**config.mk**
```make
export PLATFORM = sky130hd
export DESIGN_NAME = dir_coherence_ctrl
export DESIGN_NICKNAME = d
export VERILOG_FILES = /design/src/rtl/dirc_pkg.sv /design/src/rtl/dirc_arbiter.sv /design/src/rtl/dirc_ack_tracker.sv /design/src/rtl/dirc_dir_store.sv /design/src/rtl/dir_coherence_ctrl.sv
export SDC_FILE = /design/constraint.sdc
export NUM_CORES = 1
export LEC_CHECK = 0
export ABC_AREA = 0
export BUFFER_PORTS_ARGS = -buffer_cell sky130_fd_sc_hd__buf_2
export CORE_MARGIN = 4
export CORE_UTILIZATION = 60
export CTS_CLUSTER_DIAMETER = 150
export DETAILED_ROUTE_END_ITERATION = 10
export PLACE_DENSITY = 0.8
export RECOVER_POWER = 50
export SLEW_MARGIN = 20
export SYNTH_ARGS = -nofsm -noshare
export SYNTH_HDL_FRONTEND = slang
export SYNTH_SLANG_ARGS = --single-unit
```
**constraint.sdc**
```tcl
create_clock -name clk -period 4 [get_ports clk]
set_clock_uncertainty 0.15 [all_clocks]
set_input_delay 0.4 -clock clk [delete_from_list [all_inputs] [get_ports clk]]
set_output_delay 0.4 -clock clk [all_outputs]
set_load 0.05 [all_outputs]
```
**src/rtl/dirc_pkg.sv**
```systemverilog
package dirc_pkg;

    typedef enum logic [1:0] {
        OP_READ  = 2'd0,
        OP_EXCL  = 2'd1,
        OP_EVICT = 2'd2
    } dirc_op_e;

    typedef enum logic {
        CMD_INV = 1'b0,
        CMD_WB  = 1'b1
    } dirc_cmd_e;

    typedef enum logic [1:0] {
        ST_IDLE,
        ST_INV_WAIT,
        ST_WB_WAIT,
        ST_GRANT
    } dirc_state_e;

    // codes with the upper bit set are evictions
    function automatic dirc_op_e decode_op(input logic [1:0] code);
        if (code[1])      return OP_EVICT;
        else if (code[0]) return OP_EXCL;
        else              return OP_READ;
    endfunction

endpackage

```
**src/rtl/dirc_arbiter.sv**
```systemverilog
module dirc_arbiter #(
    parameter int N_AGENTS = 4,
    localparam int AGENT_W = $clog2(N_AGENTS)
) (
    input  logic               en,
    input  logic [N_AGENTS-1:0] valid,
    output logic [N_AGENTS-1:0] ready,
    output logic               any,
    output logic [AGENT_W-1:0] idx
);
    always_comb begin
        any = 1'b0;
        idx = '0;
        for (int i = N_AGENTS - 1; i >= 0; i--) begin
            if (valid[i]) begin
                any = 1'b1;
                idx = AGENT_W'(i);
            end
        end
        ready = '0;
        if (en && any) ready[idx] = 1'b1;
    end
endmodule

```
**src/rtl/dirc_ack_tracker.sv**
```systemverilog
module dirc_ack_tracker #(
    parameter int N_AGENTS = 4
) (
    input  logic               clk,
    input  logic               rst,
    input  logic               load,
    input  logic [N_AGENTS-1:0] load_vec,
    input  logic [N_AGENTS-1:0] ack,
    output logic               done
);
    logic [N_AGENTS-1:0] pending_q;

    assign done = (pending_q & ~ack) == '0;

    always_ff @(posedge clk) begin
        if (rst)       pending_q <= '0;
        else if (load) pending_q <= load_vec;
        else           pending_q <= pending_q & ~ack;
    end
endmodule

```
**src/rtl/dirc_dir_store.sv**
```systemverilog
module dirc_dir_store
    import dirc_pkg::*;
#(
    parameter int N_AGENTS = 4,
    parameter int N_LINES  = 16,
    localparam int AGENT_W = $clog2(N_AGENTS),
    localparam int LINE_W  = $clog2(N_LINES)
) (
    input  logic               clk,
    input  logic               rst,
    input  logic [LINE_W-1:0]  rd_line,
    output logic [N_AGENTS-1:0] rd_pres,
    output logic               rd_ownv,
    output logic [AGENT_W-1:0] rd_own,
    input  logic               upd_en,
    input  logic [LINE_W-1:0]  upd_line,
    input  logic [AGENT_W-1:0] upd_agent,
    input  dirc_op_e           upd_op
);
    logic [N_LINES-1:0][N_AGENTS-1:0] pres_q;
    logic [N_LINES-1:0]               ownv_q;
    logic [N_LINES-1:0][AGENT_W-1:0]  own_q;

    assign rd_pres = pres_q[rd_line];
    assign rd_ownv = ownv_q[rd_line];
    assign rd_own  = own_q[rd_line];

    always_ff @(posedge clk) begin
        if (rst) begin
            pres_q <= '0;
            ownv_q <= '0;
            own_q  <= '0;
        end else if (upd_en) begin
            case (upd_op)
                OP_READ: begin
                    pres_q[upd_line][upd_agent] <= 1'b1;
                    if (ownv_q[upd_line] && own_q[upd_line] != upd_agent)
                        ownv_q[upd_line] <= 1'b0;
                end
                OP_EXCL: begin
                    pres_q[upd_line] <= N_AGENTS'(1) << upd_agent;
                    ownv_q[upd_line] <= 1'b1;
                    own_q[upd_line]  <= upd_agent;
                end
                default: begin
                    pres_q[upd_line][upd_agent] <= 1'b0;
                    if (ownv_q[upd_line] && own_q[upd_line] == upd_agent)
                        ownv_q[upd_line] <= 1'b0;
                end
            endcase
        end
    end
endmodule

```
**src/rtl/dir_coherence_ctrl.sv**
```systemverilog
module dir_coherence_ctrl
    import dirc_pkg::*;
#(
    parameter int N_AGENTS = 4,
    parameter int N_LINES  = 16,
    localparam int AGENT_W = $clog2(N_AGENTS),
    localparam int LINE_W  = $clog2(N_LINES)
) (
    input  logic                       clk,
    input  logic                       rst,
    input  logic [N_AGENTS-1:0]        req_valid,
    input  logic [2*N_AGENTS-1:0]      req_op,
    input  logic [LINE_W*N_AGENTS-1:0] req_line,
    output logic [N_AGENTS-1:0]        req_ready,
    output logic [N_AGENTS-1:0]        cmd_valid,
    output logic                       cmd_kind,
    output logic [LINE_W-1:0]          cmd_line,
    input  logic [N_AGENTS-1:0]        ack_valid,
    input  logic                       wb_done,
    output logic                       gnt_valid,
    output logic [AGENT_W-1:0]         gnt_agent,
    output logic [1:0]                 gnt_op,
    output logic [LINE_W-1:0]          gnt_line
);
    dirc_state_e         st_q;
    logic [AGENT_W-1:0]  txn_agent_q;
    dirc_op_e            txn_op_q;
    logic [LINE_W-1:0]   txn_line_q;
    logic [N_AGENTS-1:0] cmd_valid_q;
    dirc_cmd_e           cmd_kind_q;

    logic                sel_any;
    logic [AGENT_W-1:0]  sel_idx;
    logic [LINE_W-1:0]   sel_line;
    dirc_op_e            sel_op;
    logic                accept;
    logic [N_AGENTS-1:0] rd_pres;
    logic                rd_ownv;
    logic [AGENT_W-1:0]  rd_own;
    logic [N_AGENTS-1:0] inv_targets;
    logic                foreign_owner;
    logic                acks_done;
    logic                in_grant;

    dirc_arbiter #(.N_AGENTS(N_AGENTS)) u_arb (
        .en    (st_q == ST_IDLE),
        .valid (req_valid),
        .ready (req_ready),
        .any   (sel_any),
        .idx   (sel_idx)
    );

    assign sel_line = req_line[sel_idx*LINE_W +: LINE_W];
    assign sel_op   = decode_op(req_op[sel_idx*2 +: 2]);
    assign accept   = (st_q == ST_IDLE) && sel_any;
    assign in_grant = (st_q == ST_GRANT);

    dirc_dir_store #(.N_AGENTS(N_AGENTS), .N_LINES(N_LINES)) u_store (
        .clk       (clk),
        .rst       (rst),
        .rd_line   (sel_line),
        .rd_pres   (rd_pres),
        .rd_ownv   (rd_ownv),
        .rd_own    (rd_own),
        .upd_en    (in_grant),
        .upd_line  (txn_line_q),
        .upd_agent (txn_agent_q),
        .upd_op    (txn_op_q)
    );

    assign inv_targets   = rd_pres & ~(N_AGENTS'(1) << sel_idx);
    assign foreign_owner = rd_ownv && (rd_own != sel_idx);

    dirc_ack_tracker #(.N_AGENTS(N_AGENTS)) u_acks (
        .clk      (clk),
        .rst      (rst),
        .load     (accept && sel_op == OP_EXCL && inv_targets != '0),
        .load_vec (inv_targets),
        .ack      (ack_valid),
        .done     (acks_done)
    );

    always_ff @(posedge clk) begin
        if (rst) begin
            st_q        <= ST_IDLE;
            txn_agent_q <= '0;
            txn_op_q    <= OP_READ;
            txn_line_q  <= '0;
            cmd_valid_q <= '0;
            cmd_kind_q  <= CMD_INV;
        end else begin
            cmd_valid_q <= '0;
            case (st_q)
                ST_IDLE: if (accept) begin
                    txn_agent_q <= sel_idx;
                    txn_op_q    <= sel_op;
                    txn_line_q  <= sel_line;
                    st_q        <= ST_GRANT;
                    if (sel_op == OP_EXCL && inv_targets != '0) begin
                        cmd_valid_q <= inv_targets;
                        cmd_kind_q  <= CMD_INV;
                        st_q        <= ST_INV_WAIT;
                    end else if (sel_op == OP_READ && foreign_owner) begin
                        cmd_valid_q <= N_AGENTS'(1) << rd_own;
                        cmd_kind_q  <= CMD_WB;
                        st_q        <= ST_WB_WAIT;
                    end
                end
                ST_INV_WAIT: if (acks_done) st_q <= ST_GRANT;
                ST_WB_WAIT:  if (wb_done)   st_q <= ST_GRANT;
                default:     st_q <= ST_IDLE;
            endcase
        end
    end

    assign cmd_valid = cmd_valid_q;
    assign cmd_kind  = cmd_kind_q;
    assign cmd_line  = txn_line_q;
    assign gnt_valid = in_grant;
    assign gnt_agent = txn_agent_q;
    assign gnt_op    = txn_op_q;
    assign gnt_line  = txn_line_q;
endmodule

```
-- Word-level counts from Yosys, hierarchy flattened
Cells that the tools add are included.
- shifts and indexed selects: 5
- $lt $le $gt $ge: 7
- eq/ne operators: 12
- bitwise logic cells: 12
- mux-type cells: 50
- reductions and logical operators: 24
- operators with widths (operator ; number):
    $pmux 64 s2 ; 1
    $and 64x64->64 ; 1
    $bwmux 64 ; 1
    $not 64->64 ; 1
    $or 64x64->64 ; 1
    $bwmux 32 ; 1
    $demux 4 s4 ; 2
    $mux 16 ; 2
    $pmux 16 s2 ; 1
    $mux 4 ; 7
    $mux 2 ; 12
    $and 16x16->16 ; 1
    $bmux 2 s4 ; 2
    $bmux 4 s4 ; 1
    $not 16->16 ; 1
    $or 16x16->16 ; 1
    $shiftx 16x5->4 ; 1
    $mux 1 ; 13
    $shl 1x2->4 const A ; 3
    $logic_and 1x1->1 ; 11
    $lt 4x5->1 const B ; 2
    $reduce_and 3->1 ; 3
    $and 4x4->4 ; 2
    $bmux 1 s4 ; 2
    23 further kinds ; 37
- output and inout bits: 22
- word-level logic and storage cells: 150
- bits in registers: 131
- bits of input ports: 35

-- Logic depth before layout (Yosys ltp)
Gate-level depths: netlist (run 1).
- word-level depth: 14
- mapped depth: 14
- gate-level depth less buffers: 10

-- Cells and area by module
A second synthesis (run 1) with hierarchy kept.
- cells, all modules: 705
- area total of the unflattened synthesis: 6926.6 um2
- modules (own cells, without submodules) (module ; cells an instance ; seq. area each (um2) ; area an instance (um2) ; times used):
    dirc_dir_store ; 561 ; 2242.2 ; 5611.6 ; 1
    dir_coherence_ctrl ; 115 ; 300.3 ; 1051.0 ; 1
    dirc_ack_tracker ; 18 ; 80.1 ; 198.9 ; 1
    dirc_arbiter ; 11 ; 0.0 ; 65.1 ; 1

-- Worst setup path before layout (run 1)
No wires, ideal clock.
- kind: reg-to-reg
- start point: register txn_line_q[0], in the netlist cmd_line[0]
- end point: register (tool-made name)
- path slack: 0.519 ns
- path buffers: 1
- data required time: 3.709 ns
- stages on the path, launching flop included: 11
- setup time: 0.141 ns
- period minus slack after synthesis: 3.481 ns
- arrival time: 3.190 ns
- path through: dfxtp_1 -> buf_2 -> mux4_2 -> mux4_2 -> xor2_1 -> or3_1 -> and3_1 -> nor2_1 -> nor2_1 -> a21oi_1 -> a211oi_1
- RTL lines (item ; line ; text):
    from (decl) ; dir_coherence_ctrl.sv:28 ; logic [LINE_W-1:0] txn_line_q;
    from (signal assigned) ; dir_coherence_ctrl.sv:97 ; txn_line_q <= sel_line;

==> results.toml, run 1 <==
[worst_setup_path]
worstPathRequired_ns = 4.11
cpPeakStageDelay_ns = 0.74
cp_max_fo = 11
crit_path_start_kind = "flip-flop"
cpLargestDelayFamily = "multiplexers"
critical_path_class = "reg -> reg"
end_kind = "flip-flop"
worstPathArrival_ns = 3.73
critPathSlowestCell = "dfxtp_1"
worst-path-buf-inv = 0
cp_cell_sequence = "mux4_2 -> mux4_2 -> xor2_1 -> or3_1 -> and3_1 -> nor2_1 -> nor2_1 -> a21oi_1 -> a211oi_1"

[synth]
ys.flop_type = "dfxtp_1"
ys_seq_area_share_pct = 37.9
avgSynthCellArea_um2 = 9.07
yosysTopAreaCell = "dfxtp_1"
netlist.area_leader.share_pct = 37.9
synth-seq-cells = 131
synth_area_mm2 = 0.00692
async_flop_share_pct = 0
synth-warning-count = 0
synthCells = 763
synth.area.top_cells = "dfxtp_1, a211oi_1, mux2i_1"
synth_edf_count = 0
syn_nets = 802
synth_cell_types = 61

[routing]
drc = 0
routed_wl_um = 20200
wl_per_cell_um = 21.4
ant_nets = 0
vias = 6497
first_pass_iters = 6
drt-initial-drc-count = 826
vias_per_cell = 6.90

[sta]
fin_crit_ns = 3.62
finalMaxSlewViolations = 0
final.period_utilization_pct = 90.5
rsz0062_at_grt = "no"
setup_violations = 0
worst_hold_slack_ns = 0.154
fmax_mhz = 276
tns_ns = 0
max-slew-margin-rel_pct = 25.8
worst_slew_pin_slew_ns = 1.11
hold_viol = 0

[pwr]
peakVddDrop_mv = 0.536
cellLeakagePower_nw = 2.65
p_per_area_mw_per_mm2 = 512

[global_route]
gr-total-overflow = 0
track_usage_pct = 31.5
grt_pass1_vias = 6315
grt_max_degree = 77
grt_pass1_wl_um = 32500
antenna_found_initial = 0

[cts]
clkLatencyLatePin_ns = 0.43
htreeDepth = 4
ctsLongestPathBuffers = 2
clkTransAtPathRegs_ns = 0.06
cts_buffers = 17
root_buffer = "clkbuf_16"
cts.sinks = 131
tritoncts = "yes"
cts_setup_buffers = 0
hold_buffers = 0
post_cts_resized = 0

[placement]
gp_congestion = 0.958
io_buffers = 56
dp_hpwl_um = 13400

[floorplanning]
dieArea_mm2 = 0.0133
pin_count = 57
rows = 38
die_h_um = 115
fp.dieW_um = 115
initial_utilization_pct = 62.4
core-area_mm2 = 0.0111

[layout]
num-nets-final = 832
syn2layout_area_growth_pct = 12.3
antenna_cells = 0
drive_gt1_share_pct = 15.9
fillers = 804

[run_status]
status = "finished clean"

[job]
max-cap-violations = 0

[min_path]
worstHoldPathType = "in -> reg"
worst reg2reg max path, stage by stage, from the launching register on:
cell and delay (ns):
dfxtp_1 0.74, mux4_2 0.63, mux4_2 0.49, xor2_1 0.17
or3_1 0.37, and3_1 0.19, nor2_1 0.22, nor2_1 0.15
a21oi_1 0.25, a211oi_1 0.09
Yosys cell counts, types with 3 or more instances:
master and instances:
dfxtp_1 131, a21oi_1 108, a211oi_1 81, nor2_1 81, mux2i_1 59, clkbuf_1 45
nand2_1 35, mux4_2 24, nor3_1 19, mux2_2 12, nand2b_1 12, nand3_1 12
buf_2 11, inv_1 11, o21ai_0 9, nor2b_1 8, a22oi_1 7, buf_1 7
o21ai_1 7, or3_1 6, a31oi_1 4, and2_1 4, buf_4 4, ha_1 4
o31ai_1 4, nand4_1 3, nor4_1 3, o21a_1 3, xor2_1 3
cell usage in the layout, fill, tap and decap left out, types with 3 or more instances in the layout:
master / instances
buf_4: 18
nand4_1: 3
clkbuf_16: 17
o31ai_1: 4
nor3_1: 18
a22oi_1: 7
mux2_2: 12
xor2_1: 3
o21ai_0: 10
nor2b_1: 8
inv_1: 11
nor4_1: 3
and2_1: 3
clkbuf_1: 29
or3_1: 6
mux2i_1: 59
dfxtp_1: 131
nand2b_1: 12
nor2_1: 81
a21oi_1: 108
nand2_1: 35
a31oi_1: 4
nand3_1: 12
o21ai_1: 6
buf_2: 35
o21a_1: 3
a211oi_1: 81
ha_1: 4
mux4_2: 24
bufinv_16: 3
layout make-up:
type,count,area (um^2),area share (%)
multi-input cells,552,3950,50.9
flip-flops and latches,131,2620,33.7
clock buffers,21,460,5.92
repair buffers,80,412,5.30
well taps,140,175,2.25
clock inverters,6,108,1.38
inverters,11,41.3,0.531
final timing paths:
kind,from,endpoint,slack [ns],cells past startpoint
max reg2reg,cmd_line[0]$_SDFFE_PP0P_,flip-flop,0.38,9
min reg2reg,cmd_kind$_SDFFE_PP0P_,cmd_kind$_SDFFE_PP0P_,0.32,2
min,ack_valid[0],u_acks.pending_q[0]$_SDFF_PP0_,0.15,3
max,cmd_line[0]$_SDFFE_PP0P_,flip-flop,0.38,9
metal layers:
layer  routed length, um  GRT usage (%)
met5                   0              0
met4                 778           15.6
met3                2200           10.1
met2                9230           49.0
met1                7960           39.5
through the flow:
stage / util (%) / std cells / instance area [um^2] / worst slack, ns / total power, mW
after floorplan: - / 763 / 6920 / 0.519 / 2.19
after global placement: 65.4 / 913 / 7250 / 0.289 / 2.43
after detailed placement: 65.4 / 913 / 7250 / 0.177 / 2.46
after CTS: 70.5 / 940 / 7820 / 0.413 / 3.98
after global routing: 70.1 / 941 / 7770 / 0.136 / 4.11
final: 70.1 / 941 / 7770 / 0.382 / 3.98
power breakdown:
part	total, mW	leakage, nW	internal (mW)	switching [mW]
logic	0.976	1.32	0.274	0.702
registers	1.47	1.06	1.35	0.119
clock network	1.54	0.277	0.991	0.547
total	3.98	2.65	2.61	1.37
kinds of logic (layout without fill, tap and decap cells):
group,count (synthesis),count (layout),share of synthesized area [%]
compound gates,250,250,23.4
simple gates,197,197,13.4
flops,131,131,37.9
mux,97,97,19.1
buf+inv,80,118,5.03
fa+ha+maj,4,4,0.723
xor+xnor,4,4,0.507
(Power assumes the default switching activity.)
==> run 2: changes to the inputs <==
GPL_TIMING_DRIVEN = 0   (was not set)
REMOVE_ABC_BUFFERS = 1   (was not set)
==> run 2 against run 1 <==
Compared with the run above: critical path type unchanged; non-clock buffer count fell by 21; flip-flop and latch count unchanged; sequential share of layout area about the same; the flow now finishes with violations (max-capacitance violations, max-slew violations).
==> results.toml, run 2 (same netlist as run 1, synthesis figures left out) <==
[pwr]
peakVddDrop_mv = 0.313
cellLeakagePower_nw = 2.61
p_per_area_mw_per_mm2 = 518

[worst_setup_path]
critical_path_class = "reg -> reg"
worstPathRequired_ns = 4.16
critPathSlowestCell = "nor2b_1"
worstPathArrival_ns = 3.79
crit_path_start_kind = "flip-flop"
cp_max_fo = 23
cp_cell_sequence = "nor2b_1 -> o21ai_1 -> a211oi_1"
cpLargestDelayFamily = "compound AO/OA/AOI/OAI gates"
cpPeakStageDelay_ns = 1.19
worst-path-buf-inv = 0
end_kind = "flip-flop"

[routing]
wl_per_cell_um = 20.5
drc = 0
first_pass_iters = 5
ant_nets = 0
vias_per_cell = 6.78
vias = 6271
drt-initial-drc-count = 761
routed_wl_um = 19000

[global_route]
track_usage_pct = 28.9
grt_max_degree = 82
grt_pass1_wl_um = 30400
top_usage_layer = "met2"
grt.met3_usage_pct = 7.79
antenna_found_initial = 0
met2_usage_pct = 47.0
grt_pass1_vias = 6026
gr-total-overflow = 0
met1_usage_pct = 37.0

[cts]
hold_buffers = 0
clkLatencyLatePin_ns = 0.42
cts_setup_buffers = 0
ctsLongestPathBuffers = 2
cts.sinks = 131
tritoncts = "yes"
clkTransAtPathRegs_ns = 0.06
htreeDepth = 4
cts_buffers = 17
root_buffer = "clkbuf_16"

[job]
max-cap-violations = 1

[layout]
syn2layout_area_growth_pct = 12.3
fin_area_mm2 = 0.00777
most-common-layout-cells = "dfxtp_1, a21oi_1, a211oi_1, nor2_1, mux2i_1"
num-nets-final = 811
antenna_cells = 0
final_cells = 925
drive_gt1_share_pct = 16.1
final_common_cell = "dfxtp_1"

[floorplanning]
rows = 38
die_h_um = 115
pin_count = 57
dieArea_mm2 = 0.0133
fp.dieW_um = 115
core-area_mm2 = 0.0111
initial_utilization_pct = 62.4

[sta]
max-slew-margin-rel_pct = -13.6
finalMaxSlewViolations = 17
rsz0062_at_grt = "no"
worst_slew_pin_slew_ns = 1.69
setup_violations = 0
final.period_utilization_pct = 90.7
fin_crit_ns = 3.63
hold_viol = 0
fmax_mhz = 276

[placement]
gp_congestion = 0.873
placedCellCount = 893
dpl_cell_area_mm2 = 0.00715
io_buffers = 56
dp_hpwl_um = 12600

[run_status]
status = "finished with violations"
violations = "max-capacitance violations, max-slew violations"

[min_path]
worstHoldPathType = "in -> reg"
run 2: repair_timing:
item                                   in CTS  in global routing
gates resized for setup                     0                  2
setup endpoints to repair                   0                  1
endpoints found under the hold margin       0                  0
run 2: area by class of cell:
cell class                 count  area (um^2)
inverter                      11         41.3
clock buffer                  19          443
multi-input combinational    552         3990
fill                         796         3310
sequential                   131         2620
clock inverter                13          183
tap                          140          175
timing repair buffer          59          315
run 2: path summary, 6_finish.rpt:
path,startpoint,end,slack [ns],depth (start not counted)
setup reg to reg,gnt_agent[0]$_SDFFE_PP0P_,u_store.pres_q[49]$_SDFFE_PP0P_,0.37,3
hold / removal,ack_valid[2],u_acks.pending_q[2]$_SDFF_PP0_,0.15,3
setup / recovery,gnt_agent[0]$_SDFFE_PP0P_,u_store.pres_q[49]$_SDFFE_PP0P_,0.37,3
hold reg to reg,cmd_kind$_SDFFE_PP0P_,cmd_kind$_SDFFE_PP0P_,0.31,2
run 2: per-layer routing:
layer  share of wire [%]  up-vias  wire length, um
met5                   0        -                0
met4                 2.1        0              407
met3                 8.1       49             1550
met2                  48      299             9220
met1                  41     3042             7830
li1                    -     2881                -
run 2: power by group:
part	switching (mW)	total [mW]	internal, mW
combinational	0.631	0.880	0.249
clock	0.581	1.64	1.06
sequential	0.155	1.50	1.35
run 2: tightest hold or removal path, cell delays in order:
cell	delay, ns
buf_2	0.07
nand2b_1	0.11
o21ai_0	0.08
run 2: through the flow:
step	hold WS (ns)	worst slack [ns]	TNS, ns	utilization (%)	power [mW]
after floorplan	0.288	-0.0570	-0.815	-	2.10
after CTS	0.144	0.163	0	70.2	4.01
after global routing	0.149	0.172	0	70.1	4.17
after detailed placement	0.292	-0.229	-0.316	64.6	2.40
final	0.147	0.372	0	70.1	4.02
after global placement	0.295	-0.517	-2.27	63.8	2.35
